$ cat config.mk
export PLATFORM = sky130hd
export DESIGN_NAME = dbg_seq_top
export DESIGN_NICKNAME = d
export VERILOG_FILES = /design/src/rtl/dbg_seq_pkg.sv /design/src/rtl/dbg_seq_arb.sv /design/src/rtl/dbg_seq_next.sv /design/src/rtl/dbg_seq_top.sv
export SDC_FILE = /design/constraint.sdc
export NUM_CORES = 1
export LEC_CHECK = 0
export BUFFER_PORTS_ARGS = -buffer_cell sky130_fd_sc_hd__buf_2
export CAP_MARGIN = 40
export CORE_AREA = 2 2 39 41
export CTS_BUF_LIST = sky130_fd_sc_hd__clkbuf_4
export DETAILED_ROUTE_END_ITERATION = 8
export DIE_AREA = 0 0 41 43
export GPL_TIMING_DRIVEN = 0
export PLACE_DENSITY = 0.81
export SETUP_SLACK_MARGIN = 0.1
export SKIP_CTS_REPAIR_TIMING = 1
export SLEW_MARGIN = 20
export SYNTH_ARGS = -nofsm -noshare
export SYNTH_HDL_FRONTEND = slang
export SYNTH_SLANG_ARGS = --single-unit
$ cat constraint.sdc
create_clock -name clk -period 2.5 [get_ports clk]
set_input_delay 0 -clock clk [delete_from_list [all_inputs] [get_ports clk]]
set_output_delay 0 -clock clk [all_outputs]
set_load 0.02 [all_outputs]
$ cat src/rtl/dbg_seq_pkg.sv
package dbg_seq_pkg;

  localparam int FLAG_W = 3;
  localparam int SEL_W  = 2;
  localparam int NPROG  = 3;

  typedef enum logic [FLAG_W-1:0] {
    ST_IDLE  = 3'd0,
    ST_ONE   = 3'd1,
    ST_TWO   = 3'd2,
    ST_THREE = 3'd3,
    ST_FINAL = 3'd4
  } seq_state_t;

  typedef enum logic [1:0] {
    TR_OFF   = 2'd0,
    TR_BEGIN = 2'd1,
    TR_MID   = 2'd2,
    TR_END   = 2'd3
  } trace_mode_t;

endpackage

$ cat src/rtl/dbg_seq_arb.sv
module dbg_seq_arb #(
  parameter int NCH = 4,
  localparam int IDX_W = (NCH > 1) ? $clog2(NCH) : 1
) (
  input  logic [NCH-1:0]   match,
  input  logic [NCH-1:0]   qual,
  output logic             hit,
  output logic [IDX_W-1:0] hit_idx
);

  logic [NCH-1:0] live;
  assign live = match & qual;

  // lowest channel index wins: scan downwards so the last write is the winner
  always_comb begin
    hit     = 1'b0;
    hit_idx = '0;
    for (int i = NCH - 1; i >= 0; i--) begin
      if (live[i]) begin
        hit     = 1'b1;
        hit_idx = IDX_W'(i);
      end
    end
  end

endmodule

$ cat src/rtl/dbg_seq_next.sv
module dbg_seq_next
  import dbg_seq_pkg::*;
#(
  parameter int NCH = 4
) (
  input  seq_state_t                 cur,
  input  logic                       armed_q,
  input  logic                       arm_wr,
  input  logic                       arm_wdata,
  input  logic                       sw_trig,
  input  logic [1:0]                 trace_mode,
  input  logic                       hit,
  input  logic                       hit_brk,
  input  logic [NPROG*SEL_W-1:0]     tgt_sel,
  output seq_state_t                 nxt,
  output logic                       nxt_armed
);

  logic             clr_req;
  logic [SEL_W-1:0] field;
  seq_state_t       prog_tgt;
  logic             sw_to_final;

  assign clr_req = arm_wr & ~arm_wdata;

  always_comb begin
    unique case (cur)
      ST_ONE:   field = tgt_sel[0*SEL_W +: SEL_W];
      ST_TWO:   field = tgt_sel[1*SEL_W +: SEL_W];
      ST_THREE: field = tgt_sel[2*SEL_W +: SEL_W];
      default:  field = '0;
    endcase
  end

  assign prog_tgt = (field == '0) ? ST_FINAL : seq_state_t'({1'b0, field});

  assign sw_to_final = (trace_mode == TR_BEGIN) || (trace_mode == TR_MID);

  always_comb begin
    nxt       = cur;
    nxt_armed = armed_q;
    if (clr_req) begin
      nxt       = ST_IDLE;
      nxt_armed = 1'b0;
    end else begin
      unique case (cur)
        ST_IDLE: begin
          if (!armed_q && arm_wr && arm_wdata) begin
            nxt       = ST_ONE;
            nxt_armed = 1'b1;
          end
        end
        ST_FINAL: begin
          nxt       = ST_IDLE;
          nxt_armed = 1'b0;
        end
        default: begin
          if (sw_trig) begin
            if (sw_to_final) begin
              nxt = ST_FINAL;
            end else begin
              nxt       = ST_IDLE;
              nxt_armed = 1'b0;
            end
          end else if (hit) begin
            nxt = hit_brk ? ST_FINAL : prog_tgt;
          end
        end
      endcase
    end
  end

endmodule

$ cat src/rtl/dbg_seq_top.sv
module dbg_seq_top
  import dbg_seq_pkg::*;
#(
  parameter int NCH = 4
) (
  input  logic                   clk,
  input  logic                   rst,
  input  logic                   arm_wr,
  input  logic                   arm_wdata,
  input  logic                   sw_trig,
  input  logic [1:0]             trace_mode,
  input  logic [NCH-1:0]         ch_en,
  input  logic [NCH-1:0]         ch_brk,
  input  logic [NPROG*SEL_W-1:0] tgt_sel,
  input  logic [NCH-1:0]         match,
  output logic [FLAG_W-1:0]      state_flags,
  output logic                   armed,
  output logic                   trace_trig,
  output logic                   brk_req,
  output logic                   disarm,
  output logic                   session_done
);

  localparam int IDX_W = (NCH > 1) ? $clog2(NCH) : 1;

  seq_state_t       cur_q, nxt;
  logic             armed_q, nxt_armed;
  logic             hit;
  logic [IDX_W-1:0] hit_idx;
  logic             brk_any;
  logic             clr_req;

  dbg_seq_arb #(.NCH(NCH)) u_arb (
    .match   (match),
    .qual    (ch_en | ch_brk),
    .hit     (hit),
    .hit_idx (hit_idx)
  );

  dbg_seq_next #(.NCH(NCH)) u_next (
    .cur        (cur_q),
    .armed_q    (armed_q),
    .arm_wr     (arm_wr),
    .arm_wdata  (arm_wdata),
    .sw_trig    (sw_trig),
    .trace_mode (trace_mode),
    .hit        (hit),
    .hit_brk    (ch_brk[hit_idx]),
    .tgt_sel    (tgt_sel),
    .nxt        (nxt),
    .nxt_armed  (nxt_armed)
  );

  assign brk_any = |(match & ch_brk);
  assign clr_req = arm_wr & ~arm_wdata;

  always_ff @(posedge clk) begin
    if (rst) begin
      cur_q        <= ST_IDLE;
      armed_q      <= 1'b0;
      trace_trig   <= 1'b0;
      brk_req      <= 1'b0;
      disarm       <= 1'b0;
      session_done <= 1'b0;
    end else begin
      cur_q        <= nxt;
      armed_q      <= nxt_armed;
      trace_trig   <= (nxt == ST_FINAL) && (cur_q != ST_FINAL);
      brk_req      <= armed_q && brk_any;
      disarm       <= armed_q && !nxt_armed;
      session_done <= (cur_q == ST_FINAL) && !clr_req;
    end
  end

  assign state_flags = cur_q;
  assign armed       = armed_q;

endmodule

* After elaboration in Yosys (flattened, before gate mapping)
Index checks and enable logic that the tools add are counted.
** Storage, ports and cells
- Input port bits :: 25
- Logic and storage cells :: 57
- Bits in registers :: 8
- Output and inout port bits :: 8
** Cells by class
- Magnitude comparators :: 1
- Bitwise gates (word level) :: 5
- Reduce and logical (&&, ||, !) cells :: 13
- Equality and inequality tests :: 8
- Muxes and demuxes :: 24
** Operators with widths (number)
- 3-bit two-way mux :: 7
- 1-bit two-way mux :: 9
- 4-bit AND :: 2
- 2-bit two-way mux :: 4
- 3-bit by 2-bit == test with 1-bit output, second input constant :: 2
- 3-bit == test, second input constant :: 2
- 1-bit logical AND :: 6
- 2-bit one-hot mux with 3 select lines :: 1
- 3-bit one-hot mux with 2 select lines :: 1
- 4-bit OR :: 1
- 4-bit OR reduction :: 1
- 3-bit by 1-bit == test with 1-bit output, second input constant :: 1
- 1-bit zero test :: 3
- 3-bit zero test :: 1
- 2-bit by 3-bit < comparator with 1-bit output, second input constant :: 1
- 3-bit != test, second input constant :: 1
- 1-bit binary-select mux with 2-bit select :: 1
- 2-bit by 1-bit == test with 1-bit output, second input constant :: 1
- 2-bit == test, second input constant :: 1
- 2-bit zero test :: 1
- 1-bit one-hot mux with 2 select lines :: 1
- 1-bit AND :: 1
- 1-bit logical OR :: 1
- 1-bit inverter :: 1

* Logic depth before layout (Yosys ltp)
Gate-level depths: netlist of the first run.
- Word-level depth :: 15
- Gate-level depth with buffers :: 5
- Mapped depth without buffers :: 5

* By module
From an unflattened synthesis of the first run, not the netlist that was laid out.
** Unflattened totals
- Cell total of the unflattened synthesis :: 59
- Area, all modules :: 531.8 um^2
** By module, submodules not included
- dbg_seq_top :: times used 1, cells an instance 27, area an instance 304.0 um^2
- dbg_seq_next :: times used 1, cells an instance 25, area an instance 180.2 um^2
- dbg_seq_arb :: times used 1, cells an instance 7, area an instance 47.5 um^2

* Least setup slack after synthesis of the first run
Ideal clock, no wire load.
- Path kind :: reg2reg
- From :: register cur_q[1], in the netlist state_flags[1]
- To :: register trace_trig
- Path buffers :: 0
- Arrival time :: 1612 ps
- Cell stages (with the launch flop) :: 6
- Setup slack :: 816 ps
- Cells stage by stage :: dfxtp_1 > mux2_4 > a22o_1 > o32ai_2 > a211oi_1 > nor3b_2
** Between the ends
- Longest elaborated chain between the ends :: 11
- Elaborated cells between the ends (all ways) :: 17
- Those cells by class :: eq/ne (6); mux (8); reduce/logical (3)
** RTL lines
- start: declaration :: line dbg_seq_top.sv:26 : seq_state_t cur_q, nxt;
- start signal: assignment :: line dbg_seq_top.sv:66 : cur_q <= nxt;
- 3-bit by 2-bit == test with 1-bit output / 3-bit by 1-bit == test with 1-bit output (equally long branches) :: line dbg_seq_next.sv:27 : unique case (cur)
- 2-bit one-hot mux with 3 select lines :: line dbg_seq_next.sv:27
- 2-bit zero test :: line dbg_seq_next.sv:35 : assign prog_tgt = (field == '0) ? ST_FINAL : seq_state_t'({1'b0, field});
- 3-bit two-way mux :: line dbg_seq_next.sv:35
- 3-bit two-way mux :: line dbg_seq_next.sv:66 : nxt = hit_brk ? ST_FINAL : prog_tgt;
- 3-bit two-way mux :: line dbg_seq_next.sv:65 : end else if (hit) begin
- 3-bit two-way mux :: line dbg_seq_next.sv:58 : if (sw_trig) begin
- 3-bit one-hot mux with 2 select lines :: line dbg_seq_next.sv:46 : unique case (cur)
- 3-bit two-way mux :: line dbg_seq_next.sv:42 : if (clr_req) begin
- 3-bit == test :: line dbg_seq_top.sv:68 : trace_trig <= (nxt == ST_FINAL) && (cur_q != ST_FINAL);
- 1-bit logical AND (*) :: line dbg_seq_top.sv:68
- end signal: assignment :: line dbg_seq_top.sv:68
- end: declaration :: line dbg_seq_top.sv:18 : output logic trace_trig,
Mark *: on every way between the ends. The rest lies on a longest branch, timed or not.
A chain may end at the register's enable or synchronous reset.

* Final worst setup path of the first run
Ends and elaborated chain as after synthesis.

==> results of run 1 <==
-- layout by cell type (no fill, tap or decap), drive strengths merged, types with 2 or more instances in the layout --
cell type / count
o21ai: 5
a22oi: 2
nand2: 4
a211oi: 2
nor2: 5
nor2b: 3
dfxtp: 8
a22o: 2
buf: 32
inv: 4
a32oi: 2
nand4: 2
clkbuf: 3
and4: 2
o211ai: 2
mux2: 2
a21oi: 5
-- worst paths after layout --
kind                         end  depth (start not counted)            from
setup / recovery      trace_trig                          5  state_flags[1]
hold / removal    state_flags[1]                          2         sw_trig
setup reg to reg      trace_trig                          5  state_flags[1]
hold reg to reg           disarm                          2           armed
-- area by class of cell --
class | instances | area (sq um) | area share (%)
sequential | 8 | 160 | 20.6
tap | 16 | 20.0 | 2.57
clock buffer | 3 | 22.5 | 2.89
inverter | 4 | 15.0 | 1.93
multi-input combinational | 55 | 400 | 51.4
timing repair buffer | 32 | 160 | 20.6
-- routing by layer --
metal / vias to the layer above / part of all wire (%) / global-route usage, % / routed length (um)
met1: 295 / 43 / 22.3 / 625
met2: 25 / 50 / 30.3 / 722
met5: - / 0 / 0 / 0
met3: 0 / 7.0 / 9.42 / 101
met4: 0 / 0 / 2.00 / 0
li1: 339 / - / - / -
-- state kept, by name, indices dropped and copies added (netlist names) --
signal,count
disarm,1
trace_trig,1
armed,1
state_flags,3
brk_req,1
session_done,1
-- worst max-delay path, delay by kind of cell, from the launching register on --
family | cells | cell delay, ns
flops | 1 | 0.46
compound gates | 3 | 0.67
simple gates | 1 | 0.18
mux | 1 | 0.33
-- cell families after synthesis --
logic type / Yosys count / synth area share [%]
AOI/OAI and AO/OA: 29 / 39.8
and+or+nand+nor: 23 / 23.7
DFF: 8 / 27.8
buffers and inverters: 4 / 2.61
muxes: 2 / 4.56
xor gates and xnor gates: 1 / 1.52
-- through the flow --
step	worst slack, ns	area (sq um)
after floorplan	0.816	576
after global placement	0.822	756
after detailed placement	0.794	756
after CTS	0.782	778
after global routing	0.703	778
final	0.794	778
-- power breakdown --
part / total (W) / leakage [nW] / switching, W / internal, W
combinational: 0.0000740 / 0.290 / 0.0000406 / 0.0000334
sequential: 0.000132 / 0.0647 / 0.00000202 / 0.000130
clock: 0.0000942 / 0.0138 / 0.0000395 / 0.0000546
total: 0.000300 / 0.368 / 0.0000821 / 0.000218
==> results by group, run 1 <==
Timing
  – FMAX: 0.586 GHz
  – Final setup violation count: 0
  – Hold Vio Cnt, Final: 0
  – Tightest Pin Transition: 0.376 ns
  – Crit path time final: 1.71 ns
  – Max Transition Viols Final: 0
  – Slew headroom: approximately 75%
  – Clock Skews: 0.00489 ns
  – Setup TNS: 0 ns
  – Worst hold margin: 0.0334 ns
  – Final worst path period share: 68.2%
  – RSZ-0062 raised after global routing: no

Synthesis
  – Sequential fraction of the synthesis area: 27.8%
  – Cell count after synthesis: 67
  – Synth unique cells: 35
  – Synth Area per Inst: roughly 8.6 sq um
  – Most frequent cell after synthesis: dfxtp_1
  – Mapped cell area: 576 sq um
  – Syn nets: 92
  – Yosys top cell area share: 27.8%
  – Dominant synthesized flop cell: dfxtp_1
  – Commonest cells post-synth: 8 x dfxtp_1, 5 x a21oi_1, 5 x nor2_1
  – Synth warn: 0
  – Seq cells post-synth: 8
  – Asr flop ratio synth: 0%
  – Yosys top cell by area: dfxtp_1
  – Number of synthesized flops with an enable pin: 0
  – Top cells by area, synth: dfxtp_1 28%, a21oi_1 4.3%, o211ai_4 3.7%

Global route
  – GR Overflow Total: 0
  – Pin count of the biggest net entering global routing: 9
  – Global-route wire length before repair: between 2000 and 2500 um
  – Total Routing Usage GR: 18.8%
  – Initial antenna violation count: 0
  – Vias in the first global route: 569

CTS
  – CTS tree: yes
  – Clk pin slew, worst setup/hold paths: 0.05 ns
  – CTS buffer count: 3
  – Clk buf depth: 2
  – H-Tree Depth: 1
  – Clock latency at the later pin of the worst-skew pair: roughly 0.25 ns
  – Sink Count: 8
  – Root Buffer: clkbuf_4

Run status
  – Status: finished, final reports clean

Worst setup path
  – CP max stage cell: dfxtp_1
  – Crit end category: flip-flop
  – CP max FO: 8
  – Worst path cell trace: mux2_4 -> a22o_1 -> o32ai_2 -> a211oi_1 -> nor3b_2
  – Crit path arrival time: 1.88 ns
  – R2R setup slack: 0.79 ns
  – Worst EP required: 2.68 ns
  – CP Launch Type: flip-flop
  – Max incr delay on CP: 0.46 ns
  – Setup CP Type: flip-flop to flip-flop

Routing
  – Drt pass-1 iters: 4
  – DRC: 0
  – Routed wire length: 1450 um
  – Via-to-Cell Ratio: between 5 and 6
  – WL/cell: 12.3 um
  – Antenna viol nets, final: 0
  – DRT iter0 DRCs: 15
  – Detailed-route via count: roughly 660

Job
  – # Max-Cap Violations: 0

Floorplan
  – Starting density of the core: 41.6%
  – # rows: 14
  – # IOs: 33
  – Die H: 43 um
  – Die Area: 1760 sq um
  – Die width: 41 um
  – Core Area: roughly 1400 sq um

Finish
  – Share of layout cells above drive strength 1: a little under two fifths
  – N_diodes: 0
  – Post-layout util: between 50 and 60%
  – Filler cells: approximately 130
  – Area growth, synth to finish: 35.2%
  – Layout Nets: between 100 and 150
  – Final Non-Filler Cells: between 100 and 150

Place
  – Port bufs: 32
  – Placed Cells: about 120
  – RePlAce Congestion: 0.928
  – Post-detail-place hpwl: 1190 um

Power
  – Power density cells: roughly 390 nW/um^2
  – Final Power: 0.000300 W
  – Max rail drop VDD: 0.000448 V
  – Lkg Pwr: 0.368 nW

Worst hold path
  – Worst hold path class: input port to flip-flop
Power figures use the tool's default switching activity.
==> inputs of run 2 (changes only) <==
Settings changed: CORE_AREA 2 2 39 41 to unset, CORE_MARGIN set to 2, CORE_UTILIZATION set to 40, DIE_AREA 0 0 41 43 to unset, PLACE_DENSITY 0.81 to 0.79.
Clock period 2.5 ns to 1.5 ns, I/O delays scaled along.
==> run 2 against run 1 <==
Combinational power is 82% higher. Routed wire length is 7.2% higher. Clock-buffer cell count is 1 higher.
==> results by group, run 2 (synthesis gave the netlist of run 1 again) <==
Timing
  – Final worst path period share: 97.0%
  – Hold Vio Cnt, Final: 0
  – Final setup violation count: 0
  – RSZ-0062 raised after global routing: yes
  – FMAX: 0.687 GHz
  – Max Transition Viols Final: 0
  – Tightest Pin Transition: 0.359 ns
  – Crit path time final: around 1.5 ns
  – Slew headroom: 75.9%
  – Clock Skews: approximately 0.0056 ns
  – Worst hold margin: 0.0142 ns
  – Final WS setup: 0.0444 ns

Place
  – Placed Cells: 114
  – Dpl ws: 0.0332 ns
  – Post-DP Area: 779 sq um
  – RePlAce Congestion: ~0.87
  – Port bufs: 32
  – Post-detail-place hpwl: 1170 um

Worst setup path
  – Crit-path leading delay family: compound AO/OA/AOI/OAI gates
  – Worst EP required: approximately 1.7 ns
  – WP depth: 5
  – Crit path arrival time: 1.64 ns
  – Setup CP Type: flip-flop to flip-flop
  – Max incr delay on CP: 0.38 ns
  – CP Launch Type: flip-flop
  – Crit path launch: state_flags[1]
  – Critical path endpoint: trace_trig
  – Crit end category: flip-flop
  – R2r worst-path depth: 5
  – Worst path cell trace: mux2_4 -> a22o_1 -> o211ai_1 -> o21a_1 -> nor3b_2
  – R2R setup slack: 0.04 ns
  – R2R Path End: trace_trig
  – CP max stage cell: dfxtp_4
  – R2r startpoint: state_flags[1]
  – Buf+Inv Stages, Crit Path: 0
  – CP max FO: 7

Floorplan
  – Starting density of the core: 43.7%
  – Die Area: 1760 sq um
  – Core Area: 1320 sq um
  – # rows: 13
  – # IOs: 33
  – Die width: approximately 42 um
  – Die H: 41.9 um

Finish
  – Commonest non-fill, non-tap cell in the layout: buf_2
  – Final Non-Filler Cells: between 100 and 150
  – Fin area: ~840 sq um
  – N_diodes: 0
  – Share of layout cells above drive strength 1: 46.7%
  – Number of flip-flops in the largest register: 3
  – Post-layout util: between 60% and 70%
  – Layout Nets: 131
  – Area growth, synth to finish: 45.7%
  – Most frequent cells in the layout: 32 x buf_2, 7 x dfxtp_1, 5 x a21oi_1

Power
  – Sw Share: 27.0%
  – Combinational power share: 25.0%
  – Power density cells: 643 nW/um^2
  – Clock power share: 34.5%
  – Cell internal pwr: approximately 0.00039 W
  – Lkg Pwr: 0.397 nW
  – Max rail drop VDD: ~0.00041 V
  – Net switching power figure: 0.000146 W
  – Sequential Power Share: 40.5%

CTS
  – CTS tree: yes
  – Clk buf depth: 2
  – Sink Count: 8
  – H-Tree Depth: 1
  – CTS buffer count: 3
  – Clk pin slew, worst setup/hold paths: 0.05 ns
  – Clock latency at the later pin of the worst-skew pair: 0.25 ns
  – Root Buffer: clkbuf_4

Global route
  – Total Routing Usage GR: between 15 and 20%
  – GR Overflow Total: 0
  – Pin count of the biggest net entering global routing: 9
  – Global-route wire length before repair: 2380 um
  – Initial antenna violation count: 0
  – Vias in the first global route: 629

Routing
  – Via-to-Cell Ratio: around 5.8
  – Detailed-route via count: 690
  – Routed wire length: 1550 um
  – Drt pass-1 iters: 4
  – Antenna viol nets, final: 0
  – DRC: 0
  – DRT iter0 DRCs: 9
  – WL/cell: 12.9 um

Run status
  – Status: finished, final reports clean

Worst hold path
  – Worst hold path class: input port to flip-flop

Job
  – # Max-Cap Violations: 0
==> run 2: stage by stage <==
step           TNS (ns)  total power (W)
6_report              0         0.000539
5_1_grt         -0.0617         0.000577
3_5_place_dp          0         0.000350
4_1_cts               0         0.000543
2_1_floorplan         0         0.000294
3_3_place_gp          0         0.000347
==> run 2: how the worst min path moves through the flow <==
stage          startpoint             end  slack [ns]  depth (start not counted)
2_1_floorplan     sw_trig  state_flags[1]        0.07                          1
3_3_place_gp      sw_trig  state_flags[1]        0.26                          2
3_5_place_dp      sw_trig  state_flags[1]        0.27                          2
4_1_cts           sw_trig  state_flags[1]     -0.0004                          2
5_1_grt           sw_trig  state_flags[1]       0.004                          2
6_report          sw_trig  state_flags[1]        0.01                          2
==> run 2: final cells by class <==
| type | count | area (sq um) |
|---|---|---|
| Sequential cell | 8 | 164 |
| Timing Repair Buffer | 34 | 175 |
| Inverter | 4 | 15.0 |
| Multi-Input combinational cell | 55 | 435 |
| Tap cell | 15 | 18.8 |
| Fill cell | 111 | 479 |
| Clock buffer | 4 | 30.0 |
==> run 2: routing by layer <==
layer | share of wire, % | vias up | global-route usage [%]
li1 | - | 343 | -
met4 | 1.2 | 0 | 5.81
met2 | 50 | 27 | 30.6
met5 | 0 | - | 0
met3 | 7.0 | 3 | 7.83
met1 | 42 | 317 | 18.5
==> run 2: power groups by stage <==
stage	sequential, W	combinational [W]	clock (W)
after floorplan	0.000227	0.0000669	0
after global placement	0.000222	0.000124	0
after detailed placement	0.000223	0.000127	0
after CTS	0.000218	0.000128	0.000197
after global routing	0.000218	0.000147	0.000212
final	0.000218	0.000135	0.000186
==> run 2: worst register-to-register path, delay by kind of cell (launching register included) <==
kind	cells	cell delay [ns]
AOI/OAI and AO/OA	3	0.57
and+or+nand+nor	1	0.14
muxes	1	0.30
DFF	1	0.38
==> inputs of run 3 (changes only) <==
Settings changed: BUFFER_PORTS_ARGS -buffer_cell sky130_fd_sc_hd__buf_2 to unset, CAP_MARGIN 40 to unset, CORE_AREA set to 2 2 39 41, CORE_MARGIN 2 to unset, CORE_UTILIZATION 40 to unset, DIE_AREA set to 0 0 41 43, DONT_BUFFER_PORTS set to 1, PLACE_DENSITY 0.79 to 0.6.
Clock period 1.5 ns to 1.8 ns, I/O delays scaled along.
==> run 3 against run 2 <==
First-iteration DRC count grew 33%. Total power shrank 28%. Clock power shrank 28%. Highest routed layer unchanged. Utilization shrank 15 points. Register-to-register slack gained 0.16 ns. Sequential share of layout area grew 5.3 points. Routed wire length shrank 12%. Via count shrank 16%. Critical path type unchanged. Global-route usage shrank 0.063 points. Die area grew 0.28%. Final cell count shrank 26%.
==> results by group, run 3 (synthesis gave the netlist of run 1 again) <==
Run status
  – Status: finished, final reports clean

Power
  – Sw Share: 26.4%
  – Clock power share: 34.5%
  – Lkg Pwr: 0.256 nW
  – Max rail drop VDD: 0.000275 V
  – Power density cells: 580 nW/um^2
  – Combinational power share: 17.6%
  – Cell internal pwr: 0.000286 W
  – Sequential Power Share: 48.0%
  – Net switching power figure: 0.000103 W

Worst setup path
  – R2R Path End: trace_trig
  – R2r startpoint: state_flags[1]
  – Worst path cell trace: mux2_4 -> a22o_1 -> o32ai_2 -> a211oi_1 -> nor3b_2
  – CP max stage cell: dfxtp_4
  – CP Launch Type: flip-flop
  – Worst EP required: 1.98 ns
  – R2r worst-path depth: 5
  – Crit path arrival time: ~1.8 ns
  – Crit end category: flip-flop
  – R2R setup slack: 0.21 ns
  – Setup CP Type: flip-flop to flip-flop
  – CP max FO: 8
  – Max incr delay on CP: around 0.44 ns

Finish
  – Share of layout cells above drive strength 1: 16.4%
  – Area growth, synth to finish: 16.3%
  – Filler cells: around 150
  – N_diodes: 0
  – Layout Nets: 100
  – Post-layout util: 48.4%
  – Most frequent cells in the layout: 5 x a21oi_1, 5 x dfxtp_1
  – Final Non-Filler Cells: 89
  – Number of flip-flops in the largest register: 3

Global route
  – Initial antenna violation count: 0
  – Met2 Resource Use GR: between 20 and 30%
  – Total Routing Usage GR: 17.5%
  – Vias in the first global route: 524
  – Grt met3 use: 11.0%
  – Grt met1 use: a little over a fifth
  – GR Overflow Total: 0
  – Pin count of the biggest net entering global routing: 9
  – GRT busiest layer: met2
  – Global-route wire length before repair: 2100 um

Job
  – # Max-Cap Violations: 0

Timing
  – RSZ-0062 raised after global routing: no
  – Final setup violation count: 0
  – Crit path time final: 1.59 ns
  – Max Transition Viols Final: 0
  – FMAX: 0.627 GHz
  – Final worst path period share: 88.6%
  – Hold Vio Cnt, Final: 0
  – Clock Skews: 0.00336 ns
  – Slew headroom: between 70% and 80%
  – Tightest Pin Transition: 0.310 ns

Place
  – Post-detail-place hpwl: 1050 um
  – RePlAce Congestion: about 0.79
  – Placed Cells: 83
  – Port bufs: 0

Worst hold path
  – Worst hold path class: input port to flip-flop
  – Worst Hold End: state_flags[2]
  – Min-delay src: sw_trig
  – Hold path depth: 3

CTS
  – Sink Count: 8
  – CTS tree: yes
  – H-Tree Depth: 1
  – Clock latency at the later pin of the worst-skew pair: 0.25 ns
  – Root Buffer: clkbuf_4
  – Clk buf depth: 2
  – Clk pin slew, worst setup/hold paths: roughly 0.05 ns
  – CTS buffer count: 3

Floorplan
  – Die Area: around 1800 sq um
  – Die width: a little over 40 um
  – # IOs: 33
  – Core Area: between 1000 and 1500 sq um
  – # rows: 14
  – Die H: 43 um
  – Starting density of the core: 41.6%

Routing
  – DRC: 0
  – Via-to-Cell Ratio: 6.48
  – Detailed-route via count: 577
  – DRT iter0 DRCs: 12
  – Routed wire length: 1370 um
  – Drt pass-1 iters: 4
  – Antenna viol nets, final: 0
  – WL/cell: 15.4 um
-- run 3: cell count changes in the layout (fill, tap and decap cells not counted) --
cell           before  now
buf_2              32    0
dlygate4sd3_1       0    3
buf_4               2    0
dfxtp_1             7    5
dfxtp_2             0    2
a211oi_1            1    2
a211oi_2            1    0
a31oi_1             0    1
a31oi_2             1    0
and4_1              1    2
and4_4              1    0
clkbuf_4            4    3
nor4b_1             0    1
nor4b_2             1    0
-- run 3: final cells by class --
type	instances	area, sq um	share of cell area [%]
Tap cell	16	20.0	2.99
Timing Repair Buffer	3	30.0	4.49
Inverter	4	15.0	2.24
Multi-Input combinational cell	55	415	62.1
Clock buffer	3	22.5	3.36
Sequential cell	8	166	24.9
-- run 3: critical path, delay by kind of cell (launching register included) --
kind | cells | cell delay [ns]
compound gates | 3 | 0.60
flops | 1 | 0.44
mux | 1 | 0.31
simple gates | 1 | 0.18
-- run 3: power groups by stage --
stage | clock network (W) | logic, W | registers (W)
floorplan | 0 | 0.0000521 | 0.000190
global placement | 0 | 0.0000619 | 0.000191
detailed placement | 0 | 0.0000625 | 0.000191
CTS | 0.000142 | 0.0000629 | 0.000187
global route | 0.000150 | 0.0000761 | 0.000187
finish | 0.000134 | 0.0000682 | 0.000186
-- run 3: worst max-delay path by stage --
stage / start / to
floorplan: state_flags[1] / trace_trig
global placement: state_flags[1] / trace_trig
detailed placement: state_flags[1] / trace_trig
CTS: state_flags[1] / trace_trig
global route: state_flags[1] / trace_trig
finish: state_flags[1] / trace_trig
-- run 3: metrics by stage --
| stage | total power, W | hold WS (ns) | setup TNS (ns) | worst slack, ns | area, sq um |
|---|---|---|---|---|---|
| floorplan | 0.000243 | 0.0767 | 0 | 0.116 | 576 |
| global placement | 0.000253 | 0.0812 | -0.0336 | -0.0336 | 596 |
| detailed placement | 0.000254 | 0.0808 | -0.0176 | -0.0176 | 596 |
| CTS | 0.000393 | -0.190 | -0.0433 | -0.0433 | 618 |
| global route | 0.000413 | 0.0328 | 0 | 0.121 | 669 |
| finish | 0.000388 | 0.00928 | 0 | 0.206 | 669 |
-- run 3: per-layer routing --
metal  share of wire, %  routed length (um)  vias up
met4                1.2                  17        0
met2                 50                 686       21
li1                   -                   -      287
met5                  0                   0        -
met1                 41                 558      265
met3                8.0                 110        4
